`config.mk`:
```
export PLATFORM = sky130hd
export DESIGN_NAME = drc_ring_ctrl
export DESIGN_NICKNAME = d
export VERILOG_FILES = /design/src/rtl/drc_pkg.sv /design/src/rtl/drc_regs.sv /design/src/rtl/drc_tail.sv /design/src/rtl/drc_engine.sv /design/src/rtl/drc_ring_ctrl.sv
export SDC_FILE = /design/constraint.sdc
export NUM_CORES = 1
export LEC_CHECK = 0
export BUFFER_PORTS_ARGS = -buffer_cell sky130_fd_sc_hd__buf_2
export CAP_MARGIN = 10
export CORE_MARGIN = 3
export CORE_UTILIZATION = 54
export CTS_BUF_LIST = sky130_fd_sc_hd__clkbuf_8
export DETAILED_ROUTE_END_ITERATION = 10
export HOLD_SLACK_MARGIN = 0.02
export MAX_ROUTING_LAYER = met4
export PLACE_DENSITY = 0.83
export SKIP_CTS_REPAIR_TIMING = 1
export SLEW_MARGIN = 0
export SYNTH_ARGS = -nofsm -noshare
export SYNTH_HDL_FRONTEND = slang
export SYNTH_SLANG_ARGS = --single-unit
```
`constraint.sdc`:
```
create_clock -name clk -period 3.9 [get_ports clk]
set_input_delay 0.585 -clock clk [delete_from_list [all_inputs] [get_ports clk]]
set_output_delay 0.585 -clock clk [all_outputs]
set_load 0.005 [all_outputs]
```
`src/rtl/drc_pkg.sv`:
```
package drc_pkg;
    localparam int IDX_W      = 8;
    localparam int REG_AW     = 5;
    localparam int DESC_BYTES = 16;
    localparam int DESC_WORDS = DESC_BYTES / 4;
    localparam int WB_WORD    = 1;
    localparam int WSEL_W     = $clog2(DESC_WORDS);

    localparam logic [REG_AW-1:0] OFS_BASE  = 5'h00;
    localparam logic [REG_AW-1:0] OFS_CTRL  = 5'h04;
    localparam logic [REG_AW-1:0] OFS_STAT  = 5'h08;
    localparam logic [REG_AW-1:0] OFS_SIZE  = 5'h0C;
    localparam logic [REG_AW-1:0] OFS_SPEED = 5'h10;

    localparam int B_START = 0;
    localparam int B_EIE   = 4;
    localparam int B_BUSY  = 0;
    localparam int B_EIS   = 4;
    localparam int B_CIS   = 5;
    localparam int B_IDX   = 16;
    localparam int B_RATE  = 30;
    localparam int B_DINT  = 6;
    localparam int B_SUCC  = 0;

    localparam logic [3:0] WB_STRB = 4'b1101;

    typedef enum logic [2:0] {
        ST_IDLE,
        ST_FETCH,
        ST_LAUNCH,
        ST_WAIT,
        ST_WBACK,
        ST_STEP
    } eng_state_t;
endpackage

```
`src/rtl/drc_regs.sv`:
```
module drc_regs
    import drc_pkg::*;
#(
    parameter int ADDR_W = 32
) (
    input  logic                clk,
    input  logic                rst_n,
    input  logic                wr_en,
    input  logic [REG_AW-1:0]   addr,
    input  logic [31:0]         wdata,
    output logic [31:0]         rdata,
    input  logic [IDX_W-1:0]    tail,
    input  logic                busy,
    input  logic                set_cis,
    input  logic                set_eis,
    output logic [ADDR_W-1:0]   base,
    output logic                start,
    output logic                eie,
    output logic [IDX_W-1:0]    head,
    output logic [IDX_W-1:0]    size,
    output logic [1:0]          rate,
    output logic                cis,
    output logic                eis,
    output logic                irq
);
    logic stat_wr;

    assign stat_wr = wr_en && (addr == OFS_STAT);

    always_ff @(posedge clk or negedge rst_n) begin
        if (!rst_n) begin
            base  <= '0;
            start <= 1'b0;
            eie   <= 1'b0;
            head  <= '0;
            size  <= '0;
            rate  <= '0;
        end else if (wr_en) begin
            case (addr)
                OFS_BASE: base <= wdata[ADDR_W-1:0];
                OFS_CTRL: begin
                    start <= wdata[B_START];
                    eie   <= wdata[B_EIE];
                    head  <= wdata[B_IDX +: IDX_W];
                end
                OFS_SIZE:  size <= wdata[IDX_W-1:0];
                OFS_SPEED: rate <= wdata[B_RATE +: 2];
                default: ;
            endcase
        end
    end

    // sticky events: a new event in the same cycle outweighs a clear
    always_ff @(posedge clk or negedge rst_n) begin
        if (!rst_n) begin
            cis <= 1'b0;
            eis <= 1'b0;
        end else begin
            cis <= set_cis | (cis & ~(stat_wr & wdata[B_CIS]));
            eis <= set_eis | (eis & ~(stat_wr & wdata[B_EIS]));
        end
    end

    assign irq = cis | (eis & eie);

    always_comb begin
        rdata = '0;
        case (addr)
            OFS_BASE: rdata[ADDR_W-1:0] = base;
            OFS_CTRL: begin
                rdata[B_START]        = start;
                rdata[B_EIE]          = eie;
                rdata[B_IDX +: IDX_W] = head;
            end
            OFS_STAT: begin
                rdata[B_BUSY]         = busy;
                rdata[B_EIS]          = eis;
                rdata[B_CIS]          = cis;
                rdata[B_IDX +: IDX_W] = tail;
            end
            OFS_SIZE:  rdata[IDX_W-1:0] = size;
            OFS_SPEED: rdata[B_RATE +: 2] = rate;
            default: rdata = '0;
        endcase
    end
endmodule

```
`src/rtl/drc_tail.sv`:
```
module drc_tail
    import drc_pkg::*;
(
    input  logic             clk,
    input  logic             rst_n,
    input  logic             adv,
    input  logic [IDX_W-1:0] size,
    output logic [IDX_W-1:0] tail
);
    always_ff @(posedge clk or negedge rst_n) begin
        if (!rst_n) begin
            tail <= '0;
        end else if (adv) begin
            if (tail >= size) tail <= '0;
            else              tail <= tail + 1'b1;
        end
    end
endmodule

```
`src/rtl/drc_engine.sv`:
```
module drc_engine
    import drc_pkg::*;
#(
    parameter int ADDR_W = 32
) (
    input  logic              clk,
    input  logic              rst_n,
    input  logic              start,
    input  logic [IDX_W-1:0]  head,
    input  logic [IDX_W-1:0]  tail,
    input  logic [ADDR_W-1:0] base,
    output logic              mem_req,
    output logic              mem_we,
    output logic [ADDR_W-1:0] mem_addr,
    output logic [31:0]       mem_wdata,
    output logic [3:0]        mem_wstrb,
    input  logic              mem_ack,
    input  logic [31:0]       mem_rdata,
    output logic              seq_start,
    output logic [7:0]        d_addr_rw,
    output logic [7:0]        d_wr_len,
    output logic [7:0]        d_rd_len,
    output logic [7:0]        d_ctrl,
    output logic [7:0]        d_retry,
    output logic [63:0]       d_dptr,
    input  logic              seq_done,
    input  logic [7:0]        seq_status,
    input  logic [7:0]        seq_rx_cnt,
    input  logic [7:0]        seq_tx_cnt,
    output logic              tail_adv,
    output logic              set_cis,
    output logic              set_eis,
    output logic              busy
);
    localparam int SLOT_SH = $clog2(DESC_BYTES);

    eng_state_t                  state;
    logic [WSEL_W-1:0]           word_q;
    logic [DESC_WORDS*32-1:0]    dw_flat;
    logic [7:0]                  st_q, rx_q, tx_q;
    logic [ADDR_W-1:0]           slot_addr;

    assign slot_addr = base + (ADDR_W'(tail) << SLOT_SH);

    // one capture register per descriptor word
    for (genvar g = 0; g < DESC_WORDS; g++) begin : g_cap
        logic [31:0] cap_q;
        always_ff @(posedge clk or negedge rst_n) begin
            if (!rst_n)
                cap_q <= '0;
            else if (state == ST_FETCH && mem_ack && word_q == WSEL_W'(g))
                cap_q <= mem_rdata;
        end
        assign dw_flat[g*32 +: 32] = cap_q;
    end

    assign d_addr_rw = dw_flat[7:0];
    assign d_wr_len  = dw_flat[15:8];
    assign d_rd_len  = dw_flat[23:16];
    assign d_ctrl    = dw_flat[31:24];
    assign d_retry   = dw_flat[47:40];
    assign d_dptr    = dw_flat[127:64];

    // state register
    always_ff @(posedge clk or negedge rst_n) begin
        if (!rst_n) begin
            state  <= ST_IDLE;
            word_q <= '0;
            st_q   <= '0;
            rx_q   <= '0;
            tx_q   <= '0;
        end else begin
            unique case (state)
                ST_IDLE: begin
                    word_q <= '0;
                    if (start && tail != head) state <= ST_FETCH;
                end
                ST_FETCH: begin
                    if (mem_ack) begin
                        if (word_q == WSEL_W'(DESC_WORDS - 1)) state <= ST_LAUNCH;
                        else word_q <= word_q + 1'b1;
                    end
                end
                ST_LAUNCH: state <= ST_WAIT;
                ST_WAIT: begin
                    if (seq_done) begin
                        st_q  <= seq_status;
                        rx_q  <= seq_rx_cnt;
                        tx_q  <= seq_tx_cnt;
                        state <= ST_WBACK;
                    end
                end
                ST_WBACK: if (mem_ack) state <= ST_STEP;
                ST_STEP:  state <= ST_IDLE;
                default:  state <= ST_IDLE;
            endcase
        end
    end

    // outputs
    always_comb begin
        mem_req   = 1'b0;
        mem_we    = 1'b0;
        mem_addr  = '0;
        mem_wdata = '0;
        mem_wstrb = '0;
        seq_start = 1'b0;
        tail_adv  = 1'b0;
        set_cis   = 1'b0;
        set_eis   = 1'b0;
        busy      = (state != ST_IDLE);
        unique case (state)
            ST_IDLE: ;
            ST_FETCH: begin
                mem_req  = 1'b1;
                mem_addr = slot_addr + (ADDR_W'(word_q) << 2);
            end
            ST_LAUNCH: seq_start = 1'b1;
            ST_WAIT: ;
            ST_WBACK: begin
                mem_req   = 1'b1;
                mem_we    = 1'b1;
                mem_addr  = slot_addr + ADDR_W'(WB_WORD * 4);
                mem_wdata = {tx_q, rx_q, d_retry, st_q};
                mem_wstrb = WB_STRB;
            end
            ST_STEP: begin
                tail_adv = 1'b1;
                set_cis  = d_ctrl[B_DINT];
                set_eis  = ~st_q[B_SUCC];
            end
            default: ;
        endcase
    end
endmodule

```
`src/rtl/drc_ring_ctrl.sv`:
```
module drc_ring_ctrl
    import drc_pkg::*;
#(
    parameter int ADDR_W = 32
) (
    input  logic              clk,
    input  logic              rst_n,
    input  logic              reg_wr_en,
    input  logic [REG_AW-1:0] reg_addr,
    input  logic [31:0]       reg_wdata,
    output logic [31:0]       reg_rdata,
    output logic              mem_req,
    output logic              mem_we,
    output logic [ADDR_W-1:0] mem_addr,
    output logic [31:0]       mem_wdata,
    output logic [3:0]        mem_wstrb,
    input  logic              mem_ack,
    input  logic [31:0]       mem_rdata,
    output logic              seq_start,
    output logic [7:0]        seq_addr_rw,
    output logic [7:0]        seq_wr_len,
    output logic [7:0]        seq_rd_len,
    output logic [7:0]        seq_ctrl,
    output logic [7:0]        seq_retry,
    output logic [63:0]       seq_dptr,
    output logic [1:0]        bus_rate,
    input  logic              seq_done,
    input  logic [7:0]        seq_status,
    input  logic [7:0]        seq_rx_cnt,
    input  logic [7:0]        seq_tx_cnt,
    output logic              irq
);
    logic [ADDR_W-1:0] base_q;
    logic              start_q, eie_q, cis_q, eis_q;
    logic [IDX_W-1:0]  head_idx, tail_idx, size_q;
    logic              tail_adv, set_cis, set_eis, busy;

    drc_regs #(.ADDR_W(ADDR_W)) u_regs (
        .clk    (clk),
        .rst_n  (rst_n),
        .wr_en  (reg_wr_en),
        .addr   (reg_addr),
        .wdata  (reg_wdata),
        .rdata  (reg_rdata),
        .tail   (tail_idx),
        .busy   (busy),
        .set_cis(set_cis),
        .set_eis(set_eis),
        .base   (base_q),
        .start  (start_q),
        .eie    (eie_q),
        .head   (head_idx),
        .size   (size_q),
        .rate   (bus_rate),
        .cis    (cis_q),
        .eis    (eis_q),
        .irq    (irq)
    );

    drc_tail u_tail (
        .clk  (clk),
        .rst_n(rst_n),
        .adv  (tail_adv),
        .size (size_q),
        .tail (tail_idx)
    );

    drc_engine #(.ADDR_W(ADDR_W)) u_eng (
        .clk       (clk),
        .rst_n     (rst_n),
        .start     (start_q),
        .head      (head_idx),
        .tail      (tail_idx),
        .base      (base_q),
        .mem_req   (mem_req),
        .mem_we    (mem_we),
        .mem_addr  (mem_addr),
        .mem_wdata (mem_wdata),
        .mem_wstrb (mem_wstrb),
        .mem_ack   (mem_ack),
        .mem_rdata (mem_rdata),
        .seq_start (seq_start),
        .d_addr_rw (seq_addr_rw),
        .d_wr_len  (seq_wr_len),
        .d_rd_len  (seq_rd_len),
        .d_ctrl    (seq_ctrl),
        .d_retry   (seq_retry),
        .d_dptr    (seq_dptr),
        .seq_done  (seq_done),
        .seq_status(seq_status),
        .seq_rx_cnt(seq_rx_cnt),
        .seq_tx_cnt(seq_tx_cnt),
        .tail_adv  (tail_adv),
        .set_cis   (set_cis),
        .set_eis   (set_eis),
        .busy      (busy)
    );
endmodule

```
==> flow_summary.json, run 1 <==
{
  "avgSynthCellArea_um2": 11.53,
  "synthDistinctLibCells": 61,
  "finalClockSkew_ns": 0.01970,
  "vias_per_cell": 5.687,
  "clkPwrFrac_pct": 19.0,
  "start_util_pct": 55.84,
  "worstSetupPathType": "reg2out",
  "clock_sinks": 195,
  "power.switching_mw": 2.686,
  "dpl.hpwl_um": 20960,
  "synth_most_common_cell": "dfrtp_1",
  "dr.first_iter.drc_count": 499,
  "maxSlewHeadroom_pct": 37.23,
  "intPower_mw": 4.979,
  "ys_seq_elements": 195,
  "grt_pass1_vias": 8411,
  "num_vias": 8257,
  "row_count": 49,
  "final_cell_area_um2": 12830,
  "crit_path_max_fanout": 6,
  "clk_pin_slew_ns": 0.13,
  "critical-path-slowest-cell": "or3_4",
  "grtUsageTotal_pct": 27.80,
  "yosys_warnings": 0,
  "drtAntennaViolNets": 0,
  "crit_path_start_kind": "register",
  "critical_path_buf_inv_count": 1,
  "drc_errors": 0,
  "period_minus_slack_ns": 4.327,
  "clock-root-buffer": "clkbuf_8",
  "cts_tree": "done",
  "num_io_pins": 308,
  "hold_viol": 0,
  "fin_util_pct": 70.45,
  "synth_top_area_cell": "dfrtp_1",
  "tightest_slew_ns": 0.9395,
  "setup_viol": 17,
  "die_area_um2": 20510,
  "min_period_over_period_pct": 111.0,
  "status": "complete, but fails checks",
  "cts_made_buffers": 17,
  "dr.pass1.iters": 7,
  "slew_violations": 0,
  "rsz0062_at_grt": "true",
  "antenna_found_initial": 1,
  "violations": "negative setup slack",
  "hp-class": "in2async",
  "synth_top_area_share_pct": 47.99,
  "grt_pass1_wl_um": 43500,
  "share_comb_of_total_power_pct": 37.6,
  "drv_cap": 0,
  "gr-total-overflow": 0,
  "critPathRequiredTime_ns": 3.31,
  "layout-drive-gt1-share_pct": 50.16,
  "peakVddDrop_v": 0.0004416,
  "netlist_instances": 882,
  "syn_area_um2": 10170,
  "htreeDepth": 4,
  "p_per_area_nw_per_um2": 597.4,
  "ys_seq_area_share_pct": 47.99,
  "ys_top_cells_by_area": "dfrtp_1 (48%), mux2_2 (20%), ha_1 (2.8%)",
  "port_buffers": 306,
  "place_congestion": 0.9438,
  "fmax_mhz": 231.1,
  "critPathCaptureType": "output port",
  "critPathMaxStageDelay_ns": 0.43,
  "core_um2": 18210,
  "cts.path.max_buffers": 2,
  "synth_ff_type": "dfrtp_1",
  "synth-edff-count": 0,
  "grt_start_max_net_pins": 95,
  "arrival_ns": 3.74,
  "synth_nets": 1005,
  "crit_family": "simple AND/OR/NAND/NOR gates",
  "synthArstFlopShare_pct": 100.0,
  "routedWlPerCell_um": 19.74,
  "place_area_um2": 12090,
  "p_seq_share_pct": 43.4,
  "die_x_um": 143.2,
  "syn_to_final_growth_pct": 26.18,
  "worst_slack_ns": -0.4274,
  "p_sw_share_pct": 35.04,
  "clk_latency_ns": 0.47,
  "fillers": 1314,
  "die_h_um": 143.2,
  "fin_nets": 1332,
  "finalWirelength_um": 28660,
  "yosys-top-cells-count": "dfrtp_1 (195), mux2_2 (182), nor2_1 (62)",
  "leakage_nw": 6.478,
  "setup_tns_ns": -4.856,
  "path_cells": "ha_2, fa_2, a211oi_4, o211ai_1, o2111a_2, xnor2_2, or3_4, or2_4, nor3_2, xnor2_1, nor2_1, buf_2"
}
[through the flow]
step | std cells | hold slack, ns | worst slack [ns] | total power [mW]
final | 1452 | 0.1633 | -0.4274 | 7.664
after global routing | 1452 | 0.2056 | -0.5839 | 8.118
after CTS | 1437 | 0.1855 | -0.6018 | 7.649
after detailed placement | 1405 | 0.4850 | -0.06232 | 6.185
after global placement | 1405 | 0.4794 | 0.02884 | 6.048
after floorplan | 882 | 0.2894 | 0.1257 | 4.825
[power groups by stage]
stage	logic (mW)	clock network (mW)	registers, mW
after detailed placement	2.84	0	3.35
after floorplan	1.54	0	3.28
final	2.88	1.46	3.32
after global placement	2.75	0	3.30
after global routing	3.13	1.56	3.42
after CTS	2.85	1.48	3.32
[layer usage]
metal	vias up	wire (µm)	global-route usage [%]	part of all wire [%]
li1	3764	-	-	-
met1	4060	10990	33.05	38
met2	384	14840	47.95	52
met3	49	2190	6.397	7.6
met4	0	638	7.235	2.2
met5	-	0	-	0
[layout make-up]
cell class | count | area (µm²) | area share, %
multi-input combinational | 618 | 5145 | 40.11
sequential | 195 | 4880 | 38.04
timing repair buffer | 360 | 1984 | 15.47
tap | 229 | 286.5 | 2.233
clock buffer | 17 | 234.0 | 1.824
clock inverter | 15 | 232.7 | 1.814
inverter | 17 | 63.81 | 0.4974
antenna | 1 | 2.502 | 0.01951
[cell families (layout without fill, tap and decap cells)]
family,count (synthesis),count (layout),share of synthesized area [%]
compound gates,94,94,6.190
xor+xnor,51,51,4.393
fa+ha+maj,25,25,3.224
buf+inv,69,409,2.818
flops,195,195,47.99
mux,193,193,21.49
other cells,1,2,0.03688
simple gates,254,254,13.86
[state kept, by name (all words and copies together) (netlist names)]
name,flops
u_eng.g_cap.cap_q,104
u_regs.base,32
u_eng.rx_q,8
u_eng.st_q,8
u_eng.tx_q,8
u_regs.head,8
u_regs.size,8
u_tail.tail,8
u_eng.state,3
u_eng.word_q,2
u_regs.rate,2
u_regs.cis,1
u_regs.eie,1
u_regs.eis,1
u_regs.start,1
[placed cells by master (no fill, tap or decap), types with 8 or more instances in the layout]
master    instances
nor2_1           62
and3_1           25
and2_1           42
nand2b_1          8
xor2_1           22
buf_2           305
nand2_1          29
a22o_1            8
nor3_1            8
a21oi_1          23
dfrtp_1         195
mux2i_1           9
xnor2_1          23
nor3b_1           8
inv_1            17
o21ai_0          19
ha_1             22
mux2_2          182
nand4_1          13
nand3_1          12
buf_4            46
nor2b_1           9
clkbuf_8         18
[final timing paths]
path,from,end,slack (ns),cells after the start
setup / recovery,u_tail.tail[0]$_DFFE_PN0N_,mem_addr[26],-0.43,12
hold / removal,rst_n,u_eng.st_q[5]$_DFFE_PN0P_,0.16,1
setup reg to reg,u_tail.tail[0]$_DFFE_PN0N_,u_tail.tail[0]$_DFFE_PN0N_,1.38,12
hold reg to reg,u_eng.tx_q[0]$_DFFE_PN0P_,u_eng.tx_q[0]$_DFFE_PN0P_,0.51,1
max in group asynchronous,rst_n,u_eng.g_cap[2].cap_q[15]$_DFFE_PN0P_,2.75,2
min in group clk,seq_rx_cnt[2],u_eng.rx_q[2]$_DFFE_PN0P_,0.33,2
Note: power is estimated with default switching activity, not from simulation.
==> inputs of run 2 (changes only) <==
--- a/config.mk
+++ b/config.mk
@@ -13,9 +13,9 @@
 export DETAILED_ROUTE_END_ITERATION = 10
 export HOLD_SLACK_MARGIN = 0.02
 export MAX_ROUTING_LAYER = met4
-export PLACE_DENSITY = 0.83
+export PLACE_DENSITY_LB_ADDON = 0.15
 export SKIP_CTS_REPAIR_TIMING = 1
-export SLEW_MARGIN = 0
+export SLEW_MARGIN = 25
 export SYNTH_ARGS = -nofsm -noshare
 export SYNTH_HDL_FRONTEND = slang
 export SYNTH_SLANG_ARGS = --single-unit
==> run 2 against run 1 <==
Critical path depth increased by 1. Power shrank 2.0%. Combinational power hardly changed. Critical path type unchanged. Global-route usage decreased by 0.50 points. Sequential share of layout area is 0.12 points higher. Final cell count up 0.14%. Clock power decreased by 10%. First-iteration DRC count fell by 24%. The run still ends with negative setup slack left. Critical endpoint is now mem_addr[27]. Register-to-register slack got worse by 0.25 ns. Final area down 0.31%. Hold slack lost 0.030 ns. Largest cell class unchanged.
==> flow_summary.json, run 2 (synthesis results as in run 1) <==
{
  "status": "complete, but fails checks",
  "violations": "negative setup slack",
  "num_io_pins": 308,
  "clock-root-buffer": "clkbuf_8",
  "cts_tree": "done",
  "cts_made_buffers": 17,
  "finalClockSkew_ns": 0.01617,
  "grt_pass1_wl_um": 42950,
  "tightest_slew_ns": 0.8572,
  "grt_pass1_vias": 8206,
  "leakage_nw": 6.408,
  "arrival_ns": 3.77,
  "dr.first_iter.drc_count": 381,
  "whs_ns": 0.1331,
  "setup_tns_ns": -4.571,
  "finalWirelength_um": 27950,
  "hp-class": "in2async",
  "drc_errors": 0,
  "setup_viol": 16,
  "antenna_found_initial": 2,
  "p_per_area_nw_per_um2": 587.1,
  "place_congestion": 0.9708,
  "grt_start_max_net_pins": 93,
  "vias_per_cell": 5.594,
  "dpl.hpwl_um": 20460,
  "die_area_um2": 20510,
  "slew_violations": 0,
  "totalPowerFinal_mw": 7.508,
  "worst_slack_ns": -0.4562,
  "clk_latency_ns": 0.47,
  "mostFrequentLayoutCells": "buf_2 (305), dfrtp_1 (195), mux2_2 (182)",
  "gr-total-overflow": 0,
  "core_um2": 18210,
  "crit_path_max_fanout": 7,
  "die_h_um": 143.2,
  "drtAntennaViolNets": 0,
  "dpl.cell_count": 1406,
  "grtUsageTotal_pct": 27.29,
  "worstSetupPathType": "reg2out",
  "fin_cells": 1454,
  "die_x_um": 143.2,
  "clk_pin_slew_ns": 0.11,
  "num_vias": 8134,
  "largest_register_ffs": 104,
  "port_buffers": 306,
  "drv_cap": 0,
  "min_period_over_period_pct": 111.7,
  "period_minus_slack_ns": 4.356,
  "syn_to_final_growth_pct": 25.78,
  "largestRegisters": "u_eng.g_cap.cap_q x104, u_regs.base x32",
  "critPathCaptureType": "output port",
  "dr.pass1.iters": 5,
  "peakVddDrop_v": 0.0003900,
  "cts.path.max_buffers": 2,
  "fin_nets": 1331,
  "start_util_pct": 55.84,
  "regMostFlops": "u_eng.g_cap.cap_q",
  "row_count": 49,
  "clock_sinks": 195,
  "htreeDepth": 4,
  "hold_viol": 0,
  "maxSlewHeadroom_pct": 42.73,
  "final_common_cell": "buf_2",
  "layout-drive-gt1-share_pct": 50.70,
  "crit_path_start_kind": "register",
  "routedWlPerCell_um": 19.22,
  "critPathRequiredTime_ns": 3.31,
  "rsz0062_at_grt": "true",
  "fmax_mhz": 229.6
}
## run 2: power by group
| part | switching (mW) | internal (mW) | total, mW |
|---|---|---|---|
| combinational | 1.32 | 1.56 | 2.88 |
| clock | 0.824 | 0.483 | 1.31 |
| sequential | 0.504 | 2.81 | 3.32 |
| total | 2.65 | 4.86 | 7.51 |
## run 2: area by class of cell
cell class / instances / area, µm²
Inverter: 17 / 63.81
Multi-Input combinational cell: 618 / 5194
Clock buffer: 17 / 234.0
Clock inverter: 15 / 162.7
Tap cell: 229 / 286.5
Antenna cell: 4 / 10.01
Fill cell: 1360 / 5420
Timing Repair Buffer: 359 / 1958
Sequential cell: 195 / 4880
## run 2: metrics by stage
stage	setup WS [ns]	util, %	cell area, µm²
2_1_floorplan	0.1257	-	10170
3_3_place_gp	0.03793	66.46	12100
3_5_place_dp	-0.03667	66.46	12100
4_1_cts	-0.5626	68.64	12500
5_1_grt	-0.6003	70.21	12780
6_report	-0.4562	70.23	12790
## run 2: per-layer routing
metal / global-route usage [%] / share of wire [%]
met4: 7.483 / 1.9
met2: 46.34 / 51
met1: 32.45 / 39
met3: 7.033 / 7.6
met5: - / 0
## run 2: worst paths after layout
check                                                startpoint                                    to  slack (ns)  cells after the start
min in group clk                                  reg_wdata[27]           u_regs.base[27]$_DFFE_PN0P_        0.34                      2
setup reg to reg                     u_tail.tail[0]$_DFFE_PN0N_            u_tail.tail[0]$_DFFE_PN0N_        1.13                     13
hold / removal                                            rst_n             u_eng.rx_q[0]$_DFFE_PN0P_        0.13                      1
setup / recovery                     u_tail.tail[0]$_DFFE_PN0N_                          mem_addr[27]       -0.46                     13
hold reg to reg            u_eng.g_cap[3].cap_q[30]$_DFFE_PN0P_  u_eng.g_cap[3].cap_q[30]$_DFFE_PN0P_        0.51                      1
max in group asynchronous                                 rst_n  u_eng.g_cap[1].cap_q[11]$_DFFE_PN0P_        2.80                      2
## run 2: worst max-delay path, cell delays in order (launching register included)
cell	delay [ns]
dfrtp_1	0.42
ha_2	0.22
fa_2	0.39
a211oi_4	0.32
o211ai_1	0.15
o2111a_2	0.36
xnor2_1	0.17
or3_4	0.37
nor4_4	0.23
buf_4	0.19
nand4_1	0.11
xor2_1	0.17
nor2_1	0.10
buf_2	0.12
